--- src/rtl/bst_pkg.sv ---
package bst_pkg;
  localparam int CODE_W = 8;
  localparam int RNG_W  = 2;
  localparam int MULT_W = 4;

  // Lamp ticks per stagger step for a range select value.
  function automatic logic [MULT_W-1:0] step_mult(input logic [RNG_W-1:0] rng);
    logic [MULT_W-1:0] m;
    case (rng)
      2'b00:   m = 4'd8;
      2'b01:   m = 4'd4;
      2'b10:   m = 4'd2;
      default: m = 4'd1;
    endcase
    return m;
  endfunction
endpackage

--- src/rtl/bst_ref_sel.sv ---
module bst_ref_sel #(
  parameter int SYNC_STAGES = 2
) (
  input  logic clk,
  input  logic rst_n,
  input  logic ext_sel,
  input  logic dpwm_int,
  input  logic dpwm_ext,
  output logic ref_lvl,
  output logic period_start
);
  logic [SYNC_STAGES-1:0] sync_q;
  logic                   ref_prev;

  always_ff @(posedge clk or negedge rst_n) begin
    if (!rst_n) begin
      sync_q   <= '0;
      ref_prev <= 1'b0;
    end else begin
      sync_q   <= {sync_q[SYNC_STAGES-2:0], dpwm_ext};
      ref_prev <= ref_lvl;
    end
  end

  assign ref_lvl      = ext_sel ? sync_q[SYNC_STAGES-1] : dpwm_int;
  assign period_start = ref_lvl & ~ref_prev;

  // a period start is a single-cycle event
  p_start_single_r8: assert property (@(posedge clk) disable iff (!rst_n)
    period_start |=> !period_start);
endmodule

--- src/rtl/bst_period_meas.sv ---
module bst_period_meas #(
  parameter int CNT_W = 16
) (
  input  logic             clk,
  input  logic             rst_n,
  input  logic             lamp_tick,
  input  logic             ref_lvl,
  input  logic             period_start,
  output logic [CNT_W-1:0] tick_cnt,
  output logic [CNT_W-1:0] per_len,
  output logic [CNT_W-1:0] hi_len,
  output logic             meas_valid
);
  localparam logic [CNT_W-1:0] CNT_MAX = '1;

  logic [CNT_W-1:0] hi_cnt;
  logic             seen_edge;

  function automatic logic [CNT_W-1:0] sat_inc(input logic [CNT_W-1:0] v);
    return (v == CNT_MAX) ? v : v + 1'b1;
  endfunction

  always_ff @(posedge clk or negedge rst_n) begin
    if (!rst_n) begin
      tick_cnt   <= '0;
      hi_cnt     <= '0;
      per_len    <= '0;
      hi_len     <= '0;
      seen_edge  <= 1'b0;
      meas_valid <= 1'b0;
    end else if (period_start) begin
      per_len    <= tick_cnt;
      hi_len     <= hi_cnt;
      tick_cnt   <= '0;
      hi_cnt     <= '0;
      seen_edge  <= 1'b1;
      meas_valid <= seen_edge;
    end else if (lamp_tick) begin
      tick_cnt <= sat_inc(tick_cnt);
      if (ref_lvl) hi_cnt <= sat_inc(hi_cnt);
    end
  end

  // the tick count restarts at every period start
  p_restart_r8: assert property (@(posedge clk) disable iff (!rst_n)
    period_start |=> (tick_cnt == '0));
  // the measured high time never exceeds the measured period
  p_hi_within_r3: assert property (@(posedge clk) disable iff (!rst_n)
    meas_valid |-> (hi_len <= per_len));
endmodule

--- src/rtl/bst_stagger_ch.sv ---
module bst_stagger_ch #(
  parameter int CODE_W = 8,
  parameter int CNT_W  = 16
) (
  input  logic                     clk,
  input  logic                     rst_n,
  input  logic                     period_start,
  input  logic [bst_pkg::RNG_W-1:0] range_sel,
  input  logic [CODE_W-1:0]        code,
  input  logic [CNT_W-1:0]         tick_cnt,
  input  logic [CNT_W-1:0]         per_len,
  input  logic [CNT_W-1:0]         hi_len,
  input  logic                     meas_valid,
  output logic                     burst_en
);
  logic [CNT_W-1:0] dly_q;
  logic [CNT_W:0]   win_end;
  logic             blank;
  logic             on_next;

  function automatic logic [CNT_W-1:0] delay_of(input logic [CODE_W-1:0] c,
                                                input logic [bst_pkg::RNG_W-1:0] r);
    return CNT_W'(c) * CNT_W'(bst_pkg::step_mult(r));
  endfunction

  always_ff @(posedge clk or negedge rst_n) begin
    if (!rst_n)            dly_q <= '0;
    else if (period_start) dly_q <= delay_of(code, range_sel);
  end

  assign blank   = dly_q > per_len;
  assign win_end = {1'b0, dly_q} + {1'b0, hi_len};
  assign on_next = meas_valid && !blank && (tick_cnt >= dly_q)
                   && ({1'b0, tick_cnt} < win_end);

  always_ff @(posedge clk or negedge rst_n) begin
    if (!rst_n) burst_en <= 1'b0;
    else        burst_en <= on_next;
  end

  // a delay beyond the measured period keeps the channel dark
  p_blank_quiet_r4: assert property (@(posedge clk) disable iff (!rst_n)
    blank |=> !burst_en);
  // an output only turns on when the count meets the delay
  p_rise_at_delay_r3: assert property (@(posedge clk) disable iff (!rst_n)
    $rose(burst_en) |-> ($past(tick_cnt) == $past(dly_q)));
  // nothing turns on before a full period has been measured
  p_quiet_until_valid_r6: assert property (@(posedge clk) disable iff (!rst_n)
    !meas_valid |=> !burst_en);
  // the delay is only reloaded at a period start
  p_delay_held_r5: assert property (@(posedge clk) disable iff (!rst_n)
    !period_start |=> $stable(dly_q));
endmodule

--- src/rtl/burst_stagger.sv ---
module burst_stagger #(
  parameter int NCH         = 4,
  parameter int CODE_W      = bst_pkg::CODE_W,
  parameter int CNT_W       = 16,
  parameter int SYNC_STAGES = 2
) (
  input  logic                      clk,
  input  logic                      rst_n,
  input  logic                      lamp_tick,
  input  logic                      ext_sel,
  input  logic                      dpwm_int,
  input  logic                      dpwm_ext,
  input  logic [bst_pkg::RNG_W-1:0] range_sel,
  input  logic [NCH*CODE_W-1:0]     stag_codes,
  output logic [NCH-1:0]            burst_en
);
  logic             ref_lvl;
  logic             period_start;
  logic [CNT_W-1:0] tick_cnt;
  logic [CNT_W-1:0] per_len;
  logic [CNT_W-1:0] hi_len;
  logic             meas_valid;

  bst_ref_sel #(.SYNC_STAGES(SYNC_STAGES)) u_ref (
    .clk          (clk),
    .rst_n        (rst_n),
    .ext_sel      (ext_sel),
    .dpwm_int     (dpwm_int),
    .dpwm_ext     (dpwm_ext),
    .ref_lvl      (ref_lvl),
    .period_start (period_start)
  );

  bst_period_meas #(.CNT_W(CNT_W)) u_meas (
    .clk          (clk),
    .rst_n        (rst_n),
    .lamp_tick    (lamp_tick),
    .ref_lvl      (ref_lvl),
    .period_start (period_start),
    .tick_cnt     (tick_cnt),
    .per_len      (per_len),
    .hi_len       (hi_len),
    .meas_valid   (meas_valid)
  );

  for (genvar ch = 0; ch < NCH; ch++) begin : g_ch
    bst_stagger_ch #(.CODE_W(CODE_W), .CNT_W(CNT_W)) u_ch (
      .clk          (clk),
      .rst_n        (rst_n),
      .period_start (period_start),
      .range_sel    (range_sel),
      .code         (stag_codes[ch*CODE_W +: CODE_W]),
      .tick_cnt     (tick_cnt),
      .per_len      (per_len),
      .hi_len       (hi_len),
      .meas_valid   (meas_valid),
      .burst_en     (burst_en[ch])
    );
  end
endmodule

--- config.mk ---
export PLATFORM = sky130hd
export DESIGN_NAME = burst_stagger
export DESIGN_NICKNAME = d
export VERILOG_FILES = /design/src/rtl/bst_pkg.sv /design/src/rtl/bst_ref_sel.sv /design/src/rtl/bst_period_meas.sv /design/src/rtl/bst_stagger_ch.sv /design/src/rtl/burst_stagger.sv
export SDC_FILE = /design/constraint.sdc
export NUM_CORES = 1
export LEC_CHECK = 0
export ABC_CLOCK_PERIOD_IN_PS = 9750
export BUFFER_PORTS_ARGS = -buffer_cell sky130_fd_sc_hd__buf_2
export CAP_MARGIN = 25
export CORE_MARGIN = 2
export CORE_UTILIZATION = 50
export CTS_BUF_LIST = sky130_fd_sc_hd__clkbuf_4
export CTS_CLUSTER_DIAMETER = 50
export DETAILED_ROUTE_END_ITERATION = 8
export GPL_ROUTABILITY_DRIVEN = 1
export PLACE_DENSITY = 0.66
export REMOVE_ABC_BUFFERS = 1
export SLEW_MARGIN = 10
export SYNTH_ARGS = -nofsm -noshare
export SYNTH_HDL_FRONTEND = slang
export SYNTH_SLANG_ARGS = --single-unit
export TNS_END_PERCENT = 30
--- constraint.sdc ---
create_clock -name clk -period 9.75 [get_ports clk]
set_clock_uncertainty 0.1 [all_clocks]
set_input_delay 0.975 -clock clk [delete_from_list [all_inputs] [get_ports clk]]
set_output_delay 0.975 -clock clk [all_outputs]
set_load 0.02 [all_outputs]
Word level (Yosys, flattened, before mapping)
Cells that the tools add are included.
- bits in registers: 121
- input port bits: 40
- add/sub/neg operators: 6
- $mul: 4
- magnitude comparators: 12
- equality and inequality tests: 6
- muxes and demuxes: 10
- bitwise operators: 2
- reductions and logical operators: 21
- operators with widths (cell ; number):
    16-bit two-way mux ; 7
    12-bit by 16-bit adder with 17-bit output ; 4
    16-bit by 17-bit less-than comparator with 1-bit output ; 4
    16-bit by 12-bit greater-or-equal comparator with 1-bit output ; 4
    12-bit by 16-bit > comparator with 1-bit output ; 4
    8-bit by 4-bit multiplier with 12-bit output ; 4
    16-bit by 1-bit adder with 16-bit output, second input constant ; 2
    16-bit equality test, second input constant ; 2
    1-bit logical AND ; 12
    4-bit one-hot mux with 3 select lines ; 1
    1-bit zero test ; 4
    4-bit two-way mux ; 1
    2-bit by 1-bit != test with 1-bit output, second input constant ; 2
    2-bit nonzero test ; 2
    3-bit AND reduction ; 1
    2-bit by 1-bit equality test with 1-bit output, second input constant ; 1
    2-bit equality test, second input constant ; 1
    2-bit zero test ; 1
    2-bit AND reduction ; 1
    1-bit bitwise AND ; 1
    1-bit two-way mux ; 1
    1-bit NOT ; 1

Longest topological paths before layout
- depth in word-level cells: 5
- gate-level depth with buffers: 15
- depth with buffers taken out: 15

Modules after synthesis
From an unflattened synthesis, not the netlist that was laid out.
- cell total of the unflattened synthesis: 1753
- area total of the unflattened synthesis: 15376.0 µm²
- by module, submodules not included (module ; times used ; cells an instance ; area each (µm²) ; seq. area each (µm²)):
    bst_stagger_ch (g_ch[2].u_ch ...) ; 2 ; 387 ; 3166.8 ; 325.3
    bst_period_meas ; 1 ; 257 ; 3054.2 ; 1651.6
    bst_stagger_ch (g_ch[1].u_ch) ; 1 ; 363 ; 2970.3 ; 325.3
    bst_stagger_ch (g_ch[0].u_ch) ; 1 ; 354 ; 2914.0 ; 325.3
    bst_ref_sel ; 1 ; 5 ; 103.8 ; 75.1

Least setup slack after synthesis
No wires, ideal clock.
- kind: input to register
- start point: input port range_sel[0] (netlist name)
- end point: register g_ch[2].u_ch.dly_q[10]
- library setup time: 0.069 ns
- data arrival time: 4.056 ns
- setup slack: 5.525 ns
- stages: 13
- buffers on the path: 1
- cell sequence: nor2_1 clkbuf_1 nand2_1 fa_1 inv_1 fa_1 ha_1 a21o_1 a21oi_1 o21bai_1 a31oi_1 or4b_2 nand3_1
- cells in the longest elaborated chain, start to end: 4
- ends and longest elaborated chain (element ; line ; RTL):
    start, declared ; burst_stagger.sv:13 ; input logic [bst_pkg::RNG_W-1:0] range_sel,
    2-bit equality test (tied with other cells) ; bst_pkg.sv:9 ; case (rng)
    4-bit one-hot mux with 3 select lines (*) ; bst_pkg.sv:9 ;
    4-bit two-way mux (*) ; bst_stagger_ch.sv:28 ; else if (period_start) dly_q <= delay_of(code, range_sel);
    8-bit by 4-bit multiplier with 12-bit output (*) ; bst_stagger_ch.sv:23 ; return CNT_W'(c) * CNT_W'(bst_pkg::step_mult(r));
    end signal, assigned ; bst_stagger_ch.sv:28 ;
    end, declared ; bst_stagger_ch.sv:16 ; logic [CNT_W-1:0] dly_q;
Every way passes the cells marked *; elsewhere a longest branch is shown, timed or not. The select of a mux whose other input is x is not followed.
A chain may end at the register's enable or synchronous reset.

Final worst setup path
- start point: input port range_sel[0] (netlist name)
- end point: register g_ch[3].u_ch.dly_q[9]
- cells in the longest elaborated chain, start to end: 4
- ends and longest elaborated chain (element ; line):
    2-bit equality test (tied with other cells) ; bst_pkg.sv:9
    4-bit one-hot mux with 3 select lines (*) ; bst_pkg.sv:9
    4-bit two-way mux (*) ; bst_stagger_ch.sv:28
    8-bit by 4-bit multiplier with 12-bit output (*) ; bst_stagger_ch.sv:23
    end signal, assigned ; bst_stagger_ch.sv:28
    end, declared ; bst_stagger_ch.sv:16
Marks and branches as above.

==> impl_summary.log <==
INFO  metric worstHoldStart = u_ref.sync_q[0]
INFO  metric setup_repair_after_global_routing_missed_its_margin = no
INFO  metric detail_route.wl_per_cell = 17.51 um
INFO  metric number_of_flops_mapped_to_enable_cells_by_yosys = 0
INFO  metric netSwitchingFraction = 43.70%
INFO  metric drive_above_1_share = 6.636%
INFO  metric setup.worst_path.start_class = input pin
INFO  metric place_congestion = 0.9093
INFO  metric whs = 264.3 ps
INFO  metric cts_hold_buffers = 0
INFO  metric max-cap-violations = 0
INFO  metric cts_resized = 0
INFO  metric vias_per_cell = 5.760
INFO  metric regToRegStartpoint = u_meas.hi_len[0]
INFO  metric status = finished, final reports clean
INFO  metric detail_route.wirelength = 37090 um
INFO  metric pwr-share-comb = 43.3%
INFO  metric cts.htree.levels = 4
INFO  metric start_util = 50.55%
INFO  metric synth.cell_area = 14470 sq um
INFO  metric worst_ep_required_time = 10120 ps
INFO  metric path_clk_slew = 140 ps
INFO  metric internal-power = 1.082 mW
INFO  metric critPathCaptureType = flip-flop
INFO  metric die_width = 174.1 um
INFO  metric ys_seq_elements = 121
INFO  metric fp-row-count = 62
INFO  metric post_synth_inst_count = 1698
INFO  metric grt.total_usage = 25.16%
INFO  metric ys_warn_count = 0
INFO  metric p_sw = 0.8399 mW
INFO  metric die_h = 174.1 um
INFO  metric initialDrtViolationCount = 992
INFO  metric fraction_of_registers_with_async_set_reset = 100.0%
INFO  metric place_hpwl = 28890 um
INFO  metric drc = 0
INFO  metric area.growth.synth_to_final = 6.105%
INFO  metric cts_num_sinks = 121
INFO  metric timing_worst_slew_pin_value = 863.4 ps
INFO  metric clock_power_share = 21.2%
INFO  metric grt_antenna_before_repair = 1
INFO  metric top_cell_type_by_total_area_after_synthesis = ha_1
INFO  metric yosys.cell_types.count = 76
INFO  metric cts_buf_count = 17
INFO  metric final_setup_violation_count = 0
INFO  metric post-cts-setup-buffers = 0
INFO  metric synth.area.top_cells = ha_1 23%, dfrtp_1 21%, fa_1 7.2%, nand2_1 5.1%, inv_1 4.4%
INFO  metric fin_crit = 4510 ps
INFO  metric synth.avg_cell_area = 8.522 sq um
INFO  metric total_power_per_unit_cell_area = 125.2 nW/um^2
INFO  metric setup_tns = 0 ps
INFO  metric share_seq_of_total_power = 35.5%
INFO  metric cts_tree = done
INFO  metric worst_hold_path_type = flip-flop to flip-flop
INFO  metric p_leak = 7.695 nW
INFO  metric yosysSeqAreaShare = 20.93%
INFO  metric share_of_the_synthesized_area_in_the_top_cell_type = 23.35%
INFO  metric design.die.area = 30320 sq um
INFO  metric critPathMaxFanout = 17
INFO  metric clock_insertion_delay_worst_skew = 570 ps
INFO  metric via_count = 12199
INFO  metric grt-ovfl-total = 0
INFO  metric synth_top_flop_cell = dfrtp_1
INFO  metric antenna_violating_nets_post_route = 0
INFO  metric length_of_the_first_detailed_routing_pass_in_iterations = 7
INFO  metric largest_net_degree_at_the_start_of_global_routing = 77
INFO  metric core-area = 28630 sq um
INFO  metric synth_commonest_cells = 270 x ha_1, 198 x nand2_1, 168 x inv_1, 121 x dfrtp_1, 103 x o21ai_0
INFO  metric final_net_count = 2082
INFO  metric clockRootBuffer = clkbuf_4
INFO  metric post-route-period-util = 46.26%
INFO  metric port-buffer-count = 43
INFO  metric maxSlewHeadroom = 42.23%
INFO  metric report.final.slew_viol_count = 0
INFO  metric finalHoldViolations = 0
INFO  metric ir_drop = 75.26 uV
INFO  metric fmax = 221.7 MHz
INFO  metric grt_pass1_wl = 61320 um
INFO  metric worst_ep_arrival = 4890 ps
INFO  metric num_io_pins = 44
INFO  metric grt_pass1_vias = 11787
INFO  metric worstSetupPathType = input pin to flip-flop
INFO  metric timing.critical_path.from = range_sel[0]
INFO  metric synthMostInstantiatedCell = ha_1
INFO  metric cts_max_path_buffers = 2
## cells in the final DEF, fill, tap and decap left out, drive strengths merged, types with 12 or more instances in the layout
cell    instances
ha            270
nand2         198
inv           178
dfrtp         121
o21ai         110
a21oi          87
nor2           80
and2           77
xor2           59
fa             52
buf            52
nand3          44
a21o           34
xnor2          31
o21a           29
nor3           28
nand4          27
and3           21
o211ai         21
a211oi         20
clkbuf         17
nor2b          17
a31oi          16
o21bai         13
o31ai          13
or3            12
## flip-flops by register name, summed over array words and instances, names as in the netlist, 2 cells and up
register	cells
g_ch.u_ch.burst_en	4
u_meas.per_len	16
u_ref.sync_q	2
u_meas.tick_cnt	16
u_meas.hi_len	16
g_ch.u_ch.dly_q	48
u_meas.hi_cnt	16
## final timing paths
check	cells past startpoint	to	slack, ps
max	14	g_ch[3].u_ch.dly_q[9]	5240
min	0	u_ref.sync_q[1]	260
max reg2reg	15	g_ch[2].u_ch.burst_en	5600
min reg2reg	0	u_ref.sync_q[1]	260
max in group asynchronous	2	u_meas.per_len[7]	7850
min in group asynchronous	1	u_meas.hi_cnt[11]	340
## cells by family (layout without fill, tap and decap cells)
logic type / Yosys count / count (layout) / share of synthesized area (%)
AND/OR/NAND/NOR: 544 / 544 / 18.70
AO/OA/AOI/OAI: 401 / 401 / 18.35
adder cells (fa/ha/maj): 322 / 322 / 30.54
buffers and inverters: 218 / 253 / 5.888
flip-flops: 121 / 121 / 20.93
XOR/XNOR: 90 / 90 / 5.447
multiplexers: 2 / 2 / 0.1470
other: 0 / 1 / 0
## layout make-up
| cell class | instances | area, sq um |
|---|---|---|
| sequential | 121 | 3028 |
| timing repair buffer | 52 | 292.8 |
| inverter | 169 | 634.4 |
| antenna | 1 | 2.502 |
| tap | 384 | 480.5 |
| multi-input combinational | 1359 | 10610 |
| fill | 2684 | 13270 |
| clock buffer | 17 | 127.6 |
| clock inverter | 15 | 176.4 |
## metrics by stage
stage,setup slack (ps),utilization [%],area (sq um),total power [mW],std cells
3_3_place_gp,4761,52.49,15020,1.475,2083
6_report,5240,53.64,15350,1.922,2118
4_1_cts,5198,53.55,15330,1.922,2115
2_1_floorplan,3310,-,14250,1.257,1649
5_1_grt,4968,53.64,15350,2.091,2118
3_5_place_dp,4583,52.49,15020,1.507,2083
## worst max-delay path, stage by stage
cell     delay, ps
buf_2          160
nor2_1         690
buf_4          330
nand2_1        100
fa_1           510
fa_1           540
inv_1           70
ha_1           290
a21oi_1        200
o21ai_0        160
o31a_1         300
o21a_1         190
o21a_1         170
o31ai_1        180
## power by group through the flow
| stage | Sequential [mW] | Clock (mW) | Combinational, mW |
|---|---|---|---|
| after detailed placement | 0.688 | 0 | 0.819 |
| after global routing | 0.689 | 0.436 | 0.966 |
| after CTS | 0.678 | 0.414 | 0.829 |
| after floorplan | 0.631 | 0 | 0.626 |
| final | 0.683 | 0.407 | 0.832 |
| after global placement | 0.686 | 0 | 0.789 |
## metal layers
metal,global-route usage [%],part of all wire [%]
met1,35.92,49
met2,40.37,45
met3,2.865,3.9
met4,7.108,2.5
met5,0,0
Note: power is estimated with default switching activity, not from simulation.
